**src/rtl/sarseq_pkg.sv**
```systemverilog
package sarseq_pkg;
   // Decoded per-cycle strobes of one conversion frame
   typedef struct packed {
      logic win;    // select window open
      logic smp;    // sample strobe
      logic strt;   // start of bit trials
      logic en;     // comparator enable / trial step
      logic done;   // result valid
   } strobe_t;
endpackage

```
**src/rtl/sarseq_timer.sv**
```systemverilog
module sarseq_timer #(
   parameter int FRAME_CYC = 80,
   parameter int N_CH      = 4,
   localparam int CYC_W    = $clog2(FRAME_CYC),
   localparam int CH_W     = $clog2(N_CH)
) (
   input  logic             clk,
   input  logic             rst_n,
   output logic             run,
   output logic [CYC_W-1:0] cyc,
   output logic [CH_W-1:0]  ch
);
   localparam logic [CYC_W-1:0] CYC_LAST = CYC_W'(FRAME_CYC - 1);
   localparam logic [CH_W-1:0]  CH_LAST  = CH_W'(N_CH - 1);

   always_ff @(posedge clk or negedge rst_n) begin
      if (!rst_n) begin
         run <= 1'b0;
         cyc <= '0;
         ch  <= '0;
      end else begin
         run <= 1'b1;
         if (run) begin
            if (cyc == CYC_LAST) begin
               cyc <= '0;
               ch  <= (ch == CH_LAST) ? '0 : ch + CH_W'(1);
            end else begin
               cyc <= cyc + CYC_W'(1);
            end
         end
      end
   end

   // the frame counter wraps only from its last value
   assert_frame_wrap_R1: assert property (@(posedge clk) disable iff (!rst_n)
      (run && cyc != CYC_LAST) |=> (cyc == $past(cyc) + CYC_W'(1)));
endmodule

```
**src/rtl/sarseq_strobes.sv**
```systemverilog
module sarseq_strobes #(
   parameter int FRAME_CYC = 80,
   parameter int N_CH      = 4,
   parameter int RES       = 8,
   parameter int SMP_CYC   = 10,
   parameter int SEL_LEAD  = 1,
   localparam int CYC_W    = $clog2(FRAME_CYC),
   localparam int CH_W     = $clog2(N_CH)
) (
   input  logic                clk,
   input  logic                rst_n,
   input  logic                run,
   input  logic [CYC_W-1:0]    cyc,
   input  logic [CH_W-1:0]     ch,
   output sarseq_pkg::strobe_t stb,
   output logic [N_CH-1:0]     sel
);
   localparam int SMP_OFF_I  = SEL_LEAD + SMP_CYC;
   localparam int EN_FROM_I  = SMP_OFF_I + 1;
   localparam int EN_TO_I    = EN_FROM_I + RES - 1;
   localparam int DONE_I     = EN_TO_I + 1;

   localparam logic [CYC_W-1:0] SMP_ON  = CYC_W'(SEL_LEAD);
   localparam logic [CYC_W-1:0] SMP_OFF = CYC_W'(SMP_OFF_I);
   localparam logic [CYC_W-1:0] EN_FROM = CYC_W'(EN_FROM_I);
   localparam logic [CYC_W-1:0] EN_TO   = CYC_W'(EN_TO_I);
   localparam logic [CYC_W-1:0] DONE_AT = CYC_W'(DONE_I);

   if (DONE_I >= FRAME_CYC) begin : g_bad_frame
      $error("frame too short for sampling plus %0d trials", RES);
   end

   always_comb begin
      stb.win  = run && (cyc < SMP_OFF);
      stb.smp  = run && (cyc >= SMP_ON) && (cyc < SMP_OFF);
      stb.strt = run && (cyc == SMP_OFF);
      stb.en   = run && (cyc >= EN_FROM) && (cyc <= EN_TO);
      stb.done = run && (cyc == DONE_AT);
   end

   for (genvar i = 0; i < N_CH; i++) begin : g_sel
      assign sel[i] = stb.win && (ch == CH_W'(i));
   end

   // never two channels driving the converter input
   assert_sel_onehot_R2: assert property (@(posedge clk) disable iff (!rst_n)
      $onehot0(sel));
   // sampling only inside an open select window
   assert_smp_in_window_R3: assert property (@(posedge clk) disable iff (!rst_n)
      stb.smp |-> (sel != '0));
   // trials start exactly when sampling ends
   assert_strt_after_smp_R4: assert property (@(posedge clk) disable iff (!rst_n)
      $fell(stb.smp) |-> stb.strt);
   // comparator powered right after the start strobe, never while sampling
   assert_en_follows_strt_R5: assert property (@(posedge clk) disable iff (!rst_n)
      stb.strt |=> (stb.en && !stb.smp));
endmodule

```
**src/rtl/sarseq_sar.sv**
```systemverilog
module sarseq_sar #(
   parameter int N_CH     = 4,
   parameter int RES      = 8,
   localparam int CH_W    = $clog2(N_CH)
) (
   input  logic            clk,
   input  logic            rst_n,
   input  logic            load,
   input  logic            step,
   input  logic            cmp_hi,
   input  logic [CH_W-1:0] ch_in,
   output logic [RES-1:0]  acc,
   output logic [CH_W-1:0] ch_tag
);
   logic [RES-1:0] ptr;   // one-hot marker of the bit under trial
   localparam logic [RES-1:0] MSB = RES'(1) << (RES - 1);

   always_ff @(posedge clk or negedge rst_n) begin
      if (!rst_n) begin
         acc    <= '0;
         ptr    <= '0;
         ch_tag <= '0;
      end else if (load) begin
         acc    <= MSB;
         ptr    <= MSB;
         ch_tag <= ch_in;
      end else if (step && ptr != '0) begin
         acc <= (cmp_hi ? acc : (acc & ~ptr)) | (ptr >> 1);
         ptr <= ptr >> 1;
      end
   end

   // a trial only ever touches the bit under test and the one below it
   assert_trial_keeps_upper_R6: assert property (@(posedge clk) disable iff (!rst_n)
      (step && !load && ptr != '0 && cmp_hi) |=> ((acc & $past(acc)) == $past(acc)));
endmodule

```
**src/rtl/sarseq_top.sv**
```systemverilog
module sarseq_top #(
   parameter int FRAME_CYC = 80,
   parameter int N_CH      = 4,
   parameter int RES       = 8,
   parameter int SMP_CYC   = 10,
   parameter int SEL_LEAD  = 1,
   localparam int CYC_W    = $clog2(FRAME_CYC),
   localparam int CH_W     = $clog2(N_CH)
) (
   input  logic            clk,
   input  logic            rst_n,
   input  logic            cmp_hi,
   output logic [N_CH-1:0] ch_sel,
   output logic            smp,
   output logic            strt,
   output logic            cmp_en,
   output logic [RES-1:0]  dac_code,
   output logic            res_valid,
   output logic [RES-1:0]  res_code,
   output logic [CH_W-1:0] res_ch
);
   if (N_CH < 2 || (N_CH & (N_CH - 1)) != 0) begin : g_bad_nch
      $error("channel count must be a power of two, at least 2");
   end
   if (SEL_LEAD < 1 || SMP_CYC < 1 || RES < 2) begin : g_bad_timing
      $error("select lead, sample width and resolution must be positive");
   end

   logic                run;
   logic [CYC_W-1:0]    cyc;
   logic [CH_W-1:0]     ch;
   sarseq_pkg::strobe_t stb;

   sarseq_timer #(.FRAME_CYC(FRAME_CYC), .N_CH(N_CH)) u_timer (
      .clk(clk), .rst_n(rst_n), .run(run), .cyc(cyc), .ch(ch));

   sarseq_strobes #(.FRAME_CYC(FRAME_CYC), .N_CH(N_CH), .RES(RES),
                    .SMP_CYC(SMP_CYC), .SEL_LEAD(SEL_LEAD)) u_strobes (
      .clk(clk), .rst_n(rst_n), .run(run), .cyc(cyc), .ch(ch),
      .stb(stb), .sel(ch_sel));

   sarseq_sar #(.N_CH(N_CH), .RES(RES)) u_sar (
      .clk(clk), .rst_n(rst_n), .load(stb.strt), .step(stb.en),
      .cmp_hi(cmp_hi), .ch_in(ch), .acc(dac_code), .ch_tag(res_ch));

   assign smp       = stb.smp;
   assign strt      = stb.strt;
   assign cmp_en    = stb.en;
   assign res_valid = stb.done;
   assign res_code  = dac_code;

   // a result is announced only right after the last trial
   assert_valid_after_trials_R7: assert property (@(posedge clk) disable iff (!rst_n)
      res_valid |-> ($past(cmp_en) && !cmp_en));
   // nothing is driven while held in reset
   always_comb begin
      if (!rst_n) begin
         assert_quiet_in_reset_R8: assert (ch_sel == '0 && !smp && !strt && !cmp_en && !res_valid);
      end
   end
endmodule

```
**config.mk**
```make
export PLATFORM = sky130hd
export DESIGN_NAME = sarseq_top
export DESIGN_NICKNAME = d
export VERILOG_FILES = /design/src/rtl/sarseq_pkg.sv /design/src/rtl/sarseq_timer.sv /design/src/rtl/sarseq_strobes.sv /design/src/rtl/sarseq_sar.sv /design/src/rtl/sarseq_top.sv
export SDC_FILE = /design/constraint.sdc
export NUM_CORES = 1
export LEC_CHECK = 0
export ABC_CLOCK_PERIOD_IN_PS = 2600
export BUFFER_PORTS_ARGS = -buffer_cell sky130_fd_sc_hd__clkbuf_2
export CAP_MARGIN = 20
export CORE_MARGIN = 2
export CORE_UTILIZATION = 57
export CTS_BUF_LIST = sky130_fd_sc_hd__clkbuf_4
export CTS_CLUSTER_SIZE = 20
export DETAILED_ROUTE_END_ITERATION = 10
export PLACE_DENSITY = 0.86
export SLEW_MARGIN = 20
export SYNTH_ARGS = -nofsm -noshare
export SYNTH_HDL_FRONTEND = slang
export SYNTH_SLANG_ARGS = --single-unit
```
**constraint.sdc**
```tcl
create_clock -name clk -period 2.6 [get_ports clk]
set_input_delay 0.26 -clock clk [delete_from_list [all_inputs] [get_ports clk]]
set_output_delay 0.26 -clock clk [all_outputs]
set_load 0.01 [all_outputs]
```
==> impl_metrics.prom, run 1 <==
# TYPE chip_impl_metric gauge
chip_impl_metric{name="post-route-min-period",unit="ps"} 2420
chip_impl_metric{name="fin_tns_setup",unit="ps"} 0
chip_impl_metric{name="gr-usage-all-layers",unit="%"} 18.6
chip_impl_info{name="tritoncts_clock_tree",value="done"} 1
chip_impl_metric{name="io-pin-count",unit=""} 29
chip_impl_metric{name="clockPowerShare",unit="%"} 20.7
chip_impl_metric{name="hold-worst-slack",unit="ps"} 177
chip_impl_metric{name="total_placed_instance_area",unit="µm²"} 1610
chip_impl_info{name="status",value="complete, no violations"} 1
chip_impl_info{name="rr_startpoint",value="u_timer.cyc[2]"} 1
chip_impl_metric{name="drive_gt1_share",unit="%"} 36.1
chip_impl_metric{name="grt-ovfl-total",unit=""} 0
chip_impl_metric{name="slew-limit-headroom",unit="%"} 55.3
chip_impl_metric{name="design.core.area",unit="µm²"} 2500
chip_impl_metric{name="synth-seq-cells",unit=""} 28
chip_impl_metric{name="pre_cts_slack",unit="ps"} 486
chip_impl_metric{name="timing.fmax",unit="MHz"} 413
chip_impl_metric{name="drt_first_iter_violations",unit=""} 32
chip_impl_info{name="hold_path_startpoint",value="cmp_hi"} 1
chip_impl_info{name="cell_chosen_for_the_clock_root",value="sky130_fd_sc_hd__clkbuf_4"} 1
chip_impl_metric{name="avgSynthCellArea",unit="µm²"} 11.2
chip_impl_metric{name="timing.critical_path.arrival",unit="ps"} 2160
chip_impl_metric{name="p_int",unit="µW"} 902
chip_impl_info{name="mostFrequentLayoutCells",value="sky130_fd_sc_hd__clkbuf_2, sky130_fd_sc_hd__dfrtp_1, sky130_fd_sc_hd__nand2_1"} 1
chip_impl_metric{name="clockBufferDepth",unit=""} 2
chip_impl_metric{name="nets",unit=""} 169
chip_impl_info{name="cell_breakdown_of_the_critical_path",value="or4b_4 > o32ai_4 > and2_2 > clkbuf_2"} 1
chip_impl_metric{name="power.density",unit="nW/µm²"} 839
chip_impl_metric{name="totalPowerFinal",unit="mW"} 1.41
chip_impl_metric{name="synth.yosys.seq_area_share",unit="%"} 46.3
chip_impl_metric{name="die_area",unit="µm²"} 3080
chip_impl_metric{name="worst_slew_pin_tran",unit="ps"} 670
chip_impl_metric{name="detail_routed_net_length_per_standard_cell",unit="µm"} 14.9
chip_impl_metric{name="grt_first_pass_wirelength",unit="µm"} 4630
chip_impl_metric{name="setup_violations",unit=""} 0
chip_impl_info{name="grt_setup_unrepaired",value="no"} 1
chip_impl_info{name="worst_setup_path_end_kind",value="output pin"} 1
chip_impl_metric{name="yosysWarningCount",unit=""} 0
chip_impl_metric{name="drt_first_pass_iters",unit=""} 4
chip_impl_info{name="critPathTopFamily",value="simple AND/OR/NAND/NOR gates"} 1
chip_impl_metric{name="timing.final.crit_share",unit="%"} 93.2
chip_impl_metric{name="synth_enable_flop_cells",unit=""} 0
chip_impl_info{name="crit_type",value="flip-flop to output pin"} 1
chip_impl_metric{name="antenna_cells_inserted",unit=""} 0
chip_impl_metric{name="static-leakage-power",unit="nW"} 0.785
chip_impl_info{name="startpoint_types",value="flip-flop"} 1
chip_impl_metric{name="drt-vias-per-instance",unit=""} 6.07
chip_impl_metric{name="numCtsBuffers",unit=""} 3
chip_impl_metric{name="finish.cell_count_without_fillers",unit=""} 188
chip_impl_metric{name="clk_latency",unit="ps"} 340
chip_impl_metric{name="grt_pass1_vias",unit=""} 1047
chip_impl_metric{name="vias",unit=""} 1142
chip_impl_metric{name="numClockSinks",unit=""} 28
chip_impl_info{name="hp-class",value="input pin to flip-flop"} 1
chip_impl_metric{name="cpPeakStageDelay",unit="ps"} 580
chip_impl_metric{name="seq_power_share",unit="%"} 46.9
chip_impl_metric{name="detail-route-antenna-nets",unit=""} 0
chip_impl_metric{name="ir_drop",unit="mV"} 0.647
chip_impl_info{name="synth-main-ff-cell",value="sky130_fd_sc_hd__dfrtp_1"} 1
chip_impl_metric{name="final_critical_path_setup_slack",unit="ps"} 177
chip_impl_metric{name="grt_max_degree",unit=""} 29
chip_impl_metric{name="path_clk_slew",unit="ps"} 160
chip_impl_metric{name="power.net_switching",unit="µW"} 507
chip_impl_metric{name="maxSlewViolCount",unit=""} 0
chip_impl_metric{name="critical_path_buf_inv_count",unit=""} 1
chip_impl_metric{name="worst-endpoint-required",unit="ps"} 2340
chip_impl_metric{name="post-place-cells",unit=""} 183
chip_impl_metric{name="drt-total-wl",unit="µm"} 2790
chip_impl_metric{name="final_design_area_no_fill",unit="µm²"} 1680
chip_impl_metric{name="synth_async_sr_flop_share",unit="%"} 100
chip_impl_metric{name="die-height",unit="µm"} 55.5
chip_impl_metric{name="place_hpwl",unit="µm"} 1980
chip_impl_metric{name="crit_fanout",unit=""} 10
chip_impl_metric{name="post_synthesis_cell_count",unit=""} 135
chip_impl_metric{name="power.switching_fraction",unit="%"} 36.0
chip_impl_metric{name="clock_tree_skew_after_final_layout",unit="ps"} 7.83
chip_impl_info{name="critPathSlowestCell",value="sky130_fd_sc_hd__or4b_4"} 1
chip_impl_metric{name="clock_tree.htree_level_count",unit=""} 1
chip_impl_metric{name="final-hold-violation-count",unit=""} 0
chip_impl_metric{name="area.growth.synth_to_final",unit="%"} 11.0
chip_impl_info{name="crit_start",value="u_timer.cyc[3]"} 1
chip_impl_metric{name="drcViolationCount",unit=""} 0
chip_impl_metric{name="port_buffers",unit=""} 28
chip_impl_metric{name="width_of_the_die",unit="µm"} 55.5
chip_impl_metric{name="pwr-share-comb",unit="%"} 32.4
chip_impl_metric{name="row_count",unit=""} 18
chip_impl_metric{name="syn-num-nets",unit=""} 145
chip_impl_metric{name="drv_cap",unit=""} 0
chip_impl_metric{name="place.gp.congestion",unit=""} 0.775
chip_impl_metric{name="fillCellCount",unit=""} 188
chip_impl_metric{name="antenna_found_initial",unit=""} 0
chip_impl_metric{name="synth.lib_cells_used.distinct",unit=""} 43
chip_impl_metric{name="initial_cell_density_of_the_core",unit="%"} 60.5
chip_impl_metric{name="finish.utilization",unit="%"} 67.2
chip_impl_metric{name="post_synth_instance_area",unit="µm²"} 1510
[routing by layer]
layer | GRT usage (%) | share of wire (%) | vias to the layer above | routed length [µm]
met5 | 0 | 0 | - | 0
met4 | 7.67 | 2.1 | 0 | 60
met3 | 3.28 | 5.2 | 7 | 145
met2 | 29.8 | 48 | 45 | 1330
met1 | 25.0 | 45 | 564 | 1260
li1 | - | - | 526 | -
[logic make-up after synthesis]
| logic type | Yosys count | synth area share (%) |
|---|---|---|
| AND/OR/NAND/NOR | 45 | 17.9 |
| multiplexers | 5 | 3.72 |
| XOR/XNOR | 2 | 1.16 |
| other | 1 | 0.248 |
| adder cells (fa/ha/maj) | 7 | 5.79 |
| buffers and inverters | 20 | 8.52 |
| AO/OA/AOI/OAI | 27 | 16.4 |
| flip-flops | 28 | 46.3 |
[flip-flops by register name, indices dropped and copies added, names as in the netlist]
name	flops
u_timer.run	1
u_timer.cyc	7
u_sar.acc	8
u_timer.ch	2
u_sar.ptr	8
u_sar.ch_tag	2
[repair_timing]
item,in CTS,in global routing
hold endpoints to repair,28,0
setup buffers,0,0
endpoints found under the setup margin,0,2
hold buffers,1,0
gates resized for setup,0,2
[worst paths after layout]
path | endpoint | slack (ps) | cells past startpoint
max | cmp_en | 180 | 4
min | u_sar.acc[7] | 180 | 2
max reg2reg | u_sar.ptr[1] | 450 | 6
min reg2reg | u_sar.ptr[0] | 530 | 1
max in group asynchronous | u_sar.acc[1] | 1710 | 2
min in group asynchronous | u_timer.cyc[2] | 460 | 2
[cell usage after synthesis (all sizes together) (2+ instances only)]
cell type / n / area (µm²)
nor3: 2 / 10.0
nand2: 10 / 37.5
nor4: 4 / 25.0
dfrtp: 28 / 701
and3: 2 / 12.5
and2: 5 / 31.3
inv: 7 / 26.3
nor2: 3 / 11.3
ha: 7 / 87.6
a221o: 6 / 63.8
nor3b: 7 / 52.6
mux2: 5 / 56.3
buf: 12 / 98.8
nand3: 2 / 10.0
o21ai: 5 / 25.0
a22o: 7 / 70.1
[power by group through the flow]
| stage | Clock (mW) | Combinational, mW | Sequential, mW |
|---|---|---|---|
| after floorplan | 0 | 0.394 | 0.621 |
| after global placement | 0 | 0.433 | 0.656 |
| after detailed placement | 0 | 0.444 | 0.664 |
| after CTS | 0.294 | 0.448 | 0.655 |
| after global routing | 0.311 | 0.506 | 0.680 |
| final | 0.292 | 0.457 | 0.660 |
[worst reg2reg max path: cells and delay by family, from the launching register on]
family          cells  cell delay [ps]
simple gates        3              680
flops               1              540
compound gates      2              490
buf+inv             1              340
[area by class of cell]
type	count	area [µm²]	share of cell area, %
clock buffers	3	22.5	1.34
multi-input cells	87	689	41.1
repair buffers	32	173	10.3
clock inverters	1	30.0	1.79
inverters	7	26.3	1.56
flip-flops and latches	28	701	41.7
well taps	30	37.5	2.24
Power figures use the tool's default switching activity.
==> run 2, diff against run 1 <==
- CORE_MARGIN: 2 -> unset
- CORE_UTILIZATION: 57 -> 55
- PLACE_DENSITY: 0.86 -> 0.83
==> run 2 against run 1 <==
Effect of this change:
- via count down 4.1%
- critical path type unchanged
- routed wire length up 3.3%
- largest cell class unchanged
- core utilization down 1.2 points
- register-to-register slack about the same
- non-clock buffer count unchanged
- maximum frequency down 1.4%
- sequential power about the same
- clock power down 4%
- final cell count unchanged
- setup slack worse by 34 ps
- first-iteration DRC count down 41%
- highest routed layer is now met3
==> impl_metrics.prom, run 2 (same netlist as run 1, synthesis figures left out) <==
# TYPE chip_impl_metric gauge
chip_impl_info{name="status",value="complete, no violations"} 1
chip_impl_metric{name="nets",unit=""} 169
chip_impl_metric{name="io-pin-count",unit=""} 29
chip_impl_metric{name="clock_tree_skew_after_final_layout",unit="ps"} 5.05
chip_impl_metric{name="setup_violations",unit=""} 0
chip_impl_info{name="worst_setup_path_end_kind",value="output pin"} 1
chip_impl_info{name="tritoncts_clock_tree",value="done"} 1
chip_impl_metric{name="clock_tree.htree_level_count",unit=""} 1
chip_impl_metric{name="numClockSinks",unit=""} 28
chip_impl_metric{name="die-height",unit="µm"} 54.4
chip_impl_metric{name="detail_routed_net_length_per_standard_cell",unit="µm"} 15.4
chip_impl_metric{name="antenna_cells_inserted",unit=""} 0
chip_impl_metric{name="slew-limit-headroom",unit="%"} 55.3
chip_impl_metric{name="place_hpwl",unit="µm"} 2060
chip_impl_metric{name="timing.final.crit_share",unit="%"} 94.5
chip_impl_metric{name="port_buffers",unit=""} 28
chip_impl_metric{name="antenna_found_initial",unit=""} 0
chip_impl_metric{name="row_count",unit=""} 18
chip_impl_metric{name="grt_max_degree",unit=""} 29
chip_impl_metric{name="path_clk_slew",unit="ps"} 150
chip_impl_info{name="cell_chosen_for_the_clock_root",value="sky130_fd_sc_hd__clkbuf_4"} 1
chip_impl_info{name="hp-class",value="input pin to flip-flop"} 1
chip_impl_metric{name="clk_latency",unit="ps"} 320
chip_impl_info{name="startpoint_types",value="flip-flop"} 1
chip_impl_metric{name="drt_first_iter_violations",unit=""} 19
chip_impl_metric{name="drv_cap",unit=""} 0
chip_impl_metric{name="fillCellCount",unit=""} 210
chip_impl_metric{name="drt_first_pass_iters",unit=""} 4
chip_impl_info{name="crit_type",value="flip-flop to output pin"} 1
chip_impl_metric{name="power.density",unit="nW/µm²"} 834
chip_impl_metric{name="grt_first_pass_wirelength",unit="µm"} 4560
chip_impl_metric{name="pre_cts_slack",unit="ps"} 404
chip_impl_info{name="biggestRegsByFlops",value="u_sar.acc x8, u_sar.ptr x8, u_timer.cyc x7"} 1
chip_impl_metric{name="static-leakage-power",unit="nW"} 0.784
chip_impl_metric{name="ir_drop",unit="mV"} 0.620
chip_impl_metric{name="die_area",unit="µm²"} 2960
chip_impl_metric{name="gr-usage-all-layers",unit="%"} 21.6
chip_impl_metric{name="width_of_the_die",unit="µm"} 54.4
chip_impl_metric{name="totalPowerFinal",unit="mW"} 1.40
chip_impl_metric{name="timing.fmax",unit="MHz"} 407
chip_impl_metric{name="grt-ovfl-total",unit=""} 0
chip_impl_metric{name="timing.critical_path.arrival",unit="ps"} 2200
chip_impl_metric{name="initial_cell_density_of_the_core",unit="%"} 59.4
chip_impl_metric{name="crit_fanout",unit=""} 8
chip_impl_metric{name="maxSlewViolCount",unit=""} 0
chip_impl_info{name="mostFrequentLayoutCells",value="sky130_fd_sc_hd__clkbuf_2, sky130_fd_sc_hd__dfrtp_1, sky130_fd_sc_hd__nand2_1"} 1
chip_impl_metric{name="numCtsBuffers",unit=""} 3
chip_impl_metric{name="worst_slew_pin_tran",unit="ps"} 670
chip_impl_metric{name="drcViolationCount",unit=""} 0
chip_impl_metric{name="grt_pass1_vias",unit=""} 973
chip_impl_metric{name="area.growth.synth_to_final",unit="%"} 10.9
chip_impl_metric{name="drive_gt1_share",unit="%"} 35.4
chip_impl_metric{name="vias",unit=""} 1095
chip_impl_metric{name="detail-route-antenna-nets",unit=""} 0
chip_impl_info{name="grt_setup_unrepaired",value="no"} 1
chip_impl_metric{name="post-cts-setup-buffers",unit=""} 0
chip_impl_metric{name="design.core.area",unit="µm²"} 2540
chip_impl_metric{name="post-route-min-period",unit="ps"} 2460
chip_impl_metric{name="clockBufferDepth",unit=""} 2
chip_impl_metric{name="fin_tns_setup",unit="ps"} 0
chip_impl_metric{name="final-hold-violation-count",unit=""} 0
chip_impl_metric{name="place.gp.congestion",unit=""} 0.896
chip_impl_metric{name="worst-endpoint-required",unit="ps"} 2340
chip_impl_metric{name="final_critical_path_setup_slack",unit="ps"} 143
chip_impl_metric{name="drt-total-wl",unit="µm"} 2890
chip_impl_metric{name="drt-vias-per-instance",unit=""} 5.82
[run 2: layout make-up]
cell class	count	area [µm²]	area share, %
sequential	28	701	41.8
multi-input combinational	87	688	41.0
timing repair buffer	32	173	10.3
tap	30	37.5	2.24
clock inverter	1	30.0	1.79
inverter	7	26.3	1.57
clock buffer	3	22.5	1.34
[run 2: worst paths after layout]
check / slack [ps] / endpoint / startpoint / cells past startpoint
min: 200 / u_sar.acc[7] / cmp_hi / 2
max in group asynchronous: 1690 / u_timer.cyc[1] / rst_n / 2
max: 140 / cmp_en / u_timer.cyc[3] / 4
max reg2reg: 450 / u_sar.ptr[1] / u_timer.cyc[2] / 6
min in group asynchronous: 490 / u_timer.cyc[2] / rst_n / 2
min reg2reg: 540 / u_sar.ch_tag[0] / u_sar.ch_tag[0] / 1
[run 2: report_power, final]
| group | switching, mW | leakage [nW] | total (mW) | internal (mW) |
|---|---|---|---|---|
| combinational | 0.234 | 0.413 | 0.456 | 0.221 |
| sequential | 0.139 | 0.343 | 0.663 | 0.524 |
| clock | 0.125 | 0.0279 | 0.281 | 0.156 |
[run 2: stage by stage]
step	instances	cell area [µm²]	util [%]	hold WS, ps
after floorplan	135	1510	-	-35.6
after global placement	183	1610	63.3	329
after detailed placement	183	1610	63.3	326
after CTS	188	1670	65.7	192
after global routing	188	1680	65.9	200
final	188	1680	65.9	203
[run 2: worst max-delay path, cell delays in order, from the launching register on]
cell and delay, ps:
sky130_fd_sc_hd__dfrtp_1 500, sky130_fd_sc_hd__or4b_4 590, sky130_fd_sc_hd__o32ai_4 280, sky130_fd_sc_hd__and2_1 330, sky130_fd_sc_hd__clkbuf_2 190
[run 2: what timing repair did]
item                                   in CTS  in global routing
gates resized for setup                     0                  1
endpoints found under the hold margin      28                  0
hold buffers                                1                  0
setup endpoints to repair                   0                  5
[run 2: metal layers]
metal  wire length, µm  part of all wire [%]  up-vias  global-route usage (%)
met2              1440                    50       27                    33.9
met1              1340                    46      544                    31.7
met5                 0                     0        -                       0
li1                  -                     -      524                       -
met3               110                   3.8        0                    3.33
met4                 0                     0        0                    3.85
==> run 3, diff against run 2 <==
==> constraint.sdc (replaced) <==
create_clock -name clk -period 2.6 [get_ports clk]
set_input_delay 0.26 -clock clk [delete_from_list [all_inputs] [get_ports clk]]
set_output_delay 0.26 -clock clk [all_outputs]
set_load 0.02 [all_outputs]
==> run 3 against run 2 <==
Effect of this change:
- design area unchanged
- clock skew about the same
- maximum frequency down 0.28%
- routed wire length up 5.6%
- register-to-register slack better by 20 ps
- sequential cell count unchanged
- global-route usage up 2.3 points
==> impl_metrics.prom, run 3 (same netlist as run 1, synthesis figures left out) <==
# TYPE chip_impl_metric gauge
chip_impl_metric{name="drv_cap",unit=""} 0
chip_impl_info{name="startpoint_types",value="flip-flop"} 1
chip_impl_metric{name="power.net_switching",unit="µW"} 562
chip_impl_metric{name="path_clk_slew",unit="ps"} 160
chip_impl_info{name="tritoncts_clock_tree",value="done"} 1
chip_impl_metric{name="clock_tree.htree_level_count",unit=""} 1
chip_impl_metric{name="design.core.area",unit="µm²"} 2540
chip_impl_metric{name="drt_first_iter_violations",unit=""} 40
chip_impl_metric{name="clk_latency",unit="ps"} 330
chip_impl_metric{name="power.density",unit="nW/µm²"} 872
chip_impl_metric{name="grt-ovfl-total",unit=""} 0
chip_impl_metric{name="grt_max_degree",unit=""} 29
chip_impl_info{name="mostFrequentLayoutCells",value="sky130_fd_sc_hd__clkbuf_2, sky130_fd_sc_hd__dfrtp_1, sky130_fd_sc_hd__nand2_1"} 1
chip_impl_metric{name="regArea",unit="µm²"} 701
chip_impl_metric{name="clockPowerShare",unit="%"} 20.0
chip_impl_metric{name="die-height",unit="µm"} 54.4
chip_impl_metric{name="post-cts-setup-buffers",unit=""} 0
chip_impl_metric{name="row_count",unit=""} 18
chip_impl_metric{name="drt-vias-per-instance",unit=""} 6.18
chip_impl_metric{name="ir_drop",unit="mV"} 0.581
chip_impl_metric{name="die_area",unit="µm²"} 2960
chip_impl_metric{name="worstRegToRegCells",unit=""} 6
chip_impl_info{name="crit_type",value="flip-flop to output pin"} 1
chip_impl_metric{name="total_placed_instance_area",unit="µm²"} 1610
chip_impl_metric{name="numClockSinks",unit=""} 28
chip_impl_metric{name="hold-worst-slack",unit="ps"} 193
chip_impl_info{name="biggestRegsByFlops",value="u_sar.acc x8, u_sar.ptr x8, u_timer.cyc x7"} 1
chip_impl_info{name="hp-class",value="input pin to flip-flop"} 1
chip_impl_metric{name="finish.cell_count_without_fillers",unit=""} 188
chip_impl_metric{name="static-leakage-power",unit="nW"} 0.784
chip_impl_metric{name="multi_input_area",unit="µm²"} 688
chip_impl_metric{name="timing.final.crit_share",unit="%"} 94.8
chip_impl_metric{name="slew-limit-headroom",unit="%"} 53.7
chip_impl_metric{name="grt_pass1_vias",unit=""} 1105
chip_impl_metric{name="detail_routed_net_length_per_standard_cell",unit="µm"} 16.2
chip_impl_metric{name="post-route-min-period",unit="ps"} 2460
chip_impl_info{name="worst_setup_path_end_kind",value="output pin"} 1
chip_impl_metric{name="maxSlewViolCount",unit=""} 0
chip_impl_info{name="status",value="complete, no violations"} 1
chip_impl_metric{name="crit_fanout",unit=""} 8
chip_impl_metric{name="port_buffers",unit=""} 28
chip_impl_metric{name="clockBufferDepth",unit=""} 2
chip_impl_metric{name="final-hold-violation-count",unit=""} 0
chip_impl_metric{name="worst-endpoint-required",unit="ps"} 2340
chip_impl_metric{name="drt_first_pass_iters",unit=""} 4
chip_impl_metric{name="place.gp.congestion",unit=""} 0.900
chip_impl_metric{name="place_hpwl",unit="µm"} 2100
chip_impl_metric{name="timing.fmax",unit="MHz"} 406
chip_impl_metric{name="p_int",unit="µW"} 902
chip_impl_metric{name="numCtsBuffers",unit=""} 3
chip_impl_metric{name="antenna_cells_inserted",unit=""} 0
chip_impl_metric{name="io-pin-count",unit=""} 29
chip_impl_metric{name="detail-route-antenna-nets",unit=""} 0
chip_impl_metric{name="area.growth.synth_to_final",unit="%"} 10.9
chip_impl_metric{name="clock_tree_skew_after_final_layout",unit="ps"} 5.16
chip_impl_metric{name="pwr-share-comb",unit="%"} 34.4
chip_impl_metric{name="fillCellCount",unit=""} 206
chip_impl_metric{name="width_of_the_die",unit="µm"} 54.4
chip_impl_metric{name="seq_power_share",unit="%"} 45.6
chip_impl_metric{name="power.switching_fraction",unit="%"} 38.4
chip_impl_metric{name="setup_violations",unit=""} 0
chip_impl_metric{name="drive_gt1_share",unit="%"} 35.4
chip_impl_metric{name="antenna_found_initial",unit=""} 0
chip_impl_metric{name="final_critical_path_setup_slack",unit="ps"} 136
chip_impl_metric{name="vias",unit=""} 1161
chip_impl_metric{name="drcViolationCount",unit=""} 0
chip_impl_metric{name="drt-total-wl",unit="µm"} 3050
chip_impl_metric{name="gr-usage-all-layers",unit="%"} 24.0
chip_impl_metric{name="grt_first_pass_wirelength",unit="µm"} 5040
chip_impl_metric{name="timing.hold.worst_path_depth",unit=""} 2
chip_impl_metric{name="worst_slew_pin_tran",unit="ps"} 695
chip_impl_metric{name="nets",unit=""} 169
chip_impl_metric{name="fin_tns_setup",unit="ps"} 0
chip_impl_metric{name="post-place-cells",unit=""} 183
chip_impl_metric{name="timing.critical_path.arrival",unit="ps"} 2200
chip_impl_metric{name="initial_cell_density_of_the_core",unit="%"} 59.4
chip_impl_info{name="grt_setup_unrepaired",value="no"} 1
chip_impl_metric{name="pre_cts_slack",unit="ps"} 451
chip_impl_metric{name="final_design_area_no_fill",unit="µm²"} 1680
chip_impl_info{name="cell_chosen_for_the_clock_root",value="sky130_fd_sc_hd__clkbuf_4"} 1
==> run 3: cell counts in the layout (fill, tap and decap cells not counted) <==
Identical to the previous run, type by type.
==> run 3: through the flow <==
stage	util, %	total power, mW
floorplan	-	1.06
global placement	63.3	1.13
detailed placement	63.3	1.16
CTS	65.7	1.46
global route	65.9	1.55
finish	65.9	1.46
==> run 3: what timing repair did <==
item,CTS,global route
hold buffers,1,0
gates resized for setup,0,1
setup endpoints to repair,0,1
hold endpoints to repair,28,0
==> run 3: power groups by stage <==
stage	registers [mW]	clock network, mW	logic [mW]
finish	0.667	0.293	0.504
global route	0.688	0.309	0.551
detailed placement	0.671	0	0.491
floorplan	0.634	0	0.424
CTS	0.664	0.296	0.498
global placement	0.657	0	0.477
==> run 3: area by class of cell <==
cell class	instances	share of cell area, %
clock inverters	1	1.79
clock buffers	3	1.34
repair buffers	32	10.3
well taps	30	2.24
multi-input cells	87	41.0
flip-flops and latches	28	41.8
inverters	7	1.57
==> run 3: critical path: stages, from the launching register on <==
cell and delay (ps):
sky130_fd_sc_hd__dfrtp_1 500, sky130_fd_sc_hd__or4b_4 580, sky130_fd_sc_hd__o32ai_4 270, sky130_fd_sc_hd__and2_1 310
sky130_fd_sc_hd__clkbuf_2 210
==> run 3: final timing paths <==
check,end,start,slack (ps)
hold reg to reg,u_sar.ptr[0],u_sar.ptr[0],540
setup / recovery,cmp_en,u_timer.cyc[3],140
max in group asynchronous,u_timer.ch[0],rst_n,1680
min in group asynchronous,u_sar.acc[5],rst_n,480
setup reg to reg,u_sar.acc[3],u_timer.cyc[0],470
hold / removal,u_sar.acc[7],cmp_hi,190
==> run 3: metal layers <==
metal / part of all wire, % / track usage, %
met5: 0 / 0
met1: 45 / 31.7
met2: 49 / 39.2
met4: 1.2 / 10.3
met3: 4.7 / 3.06
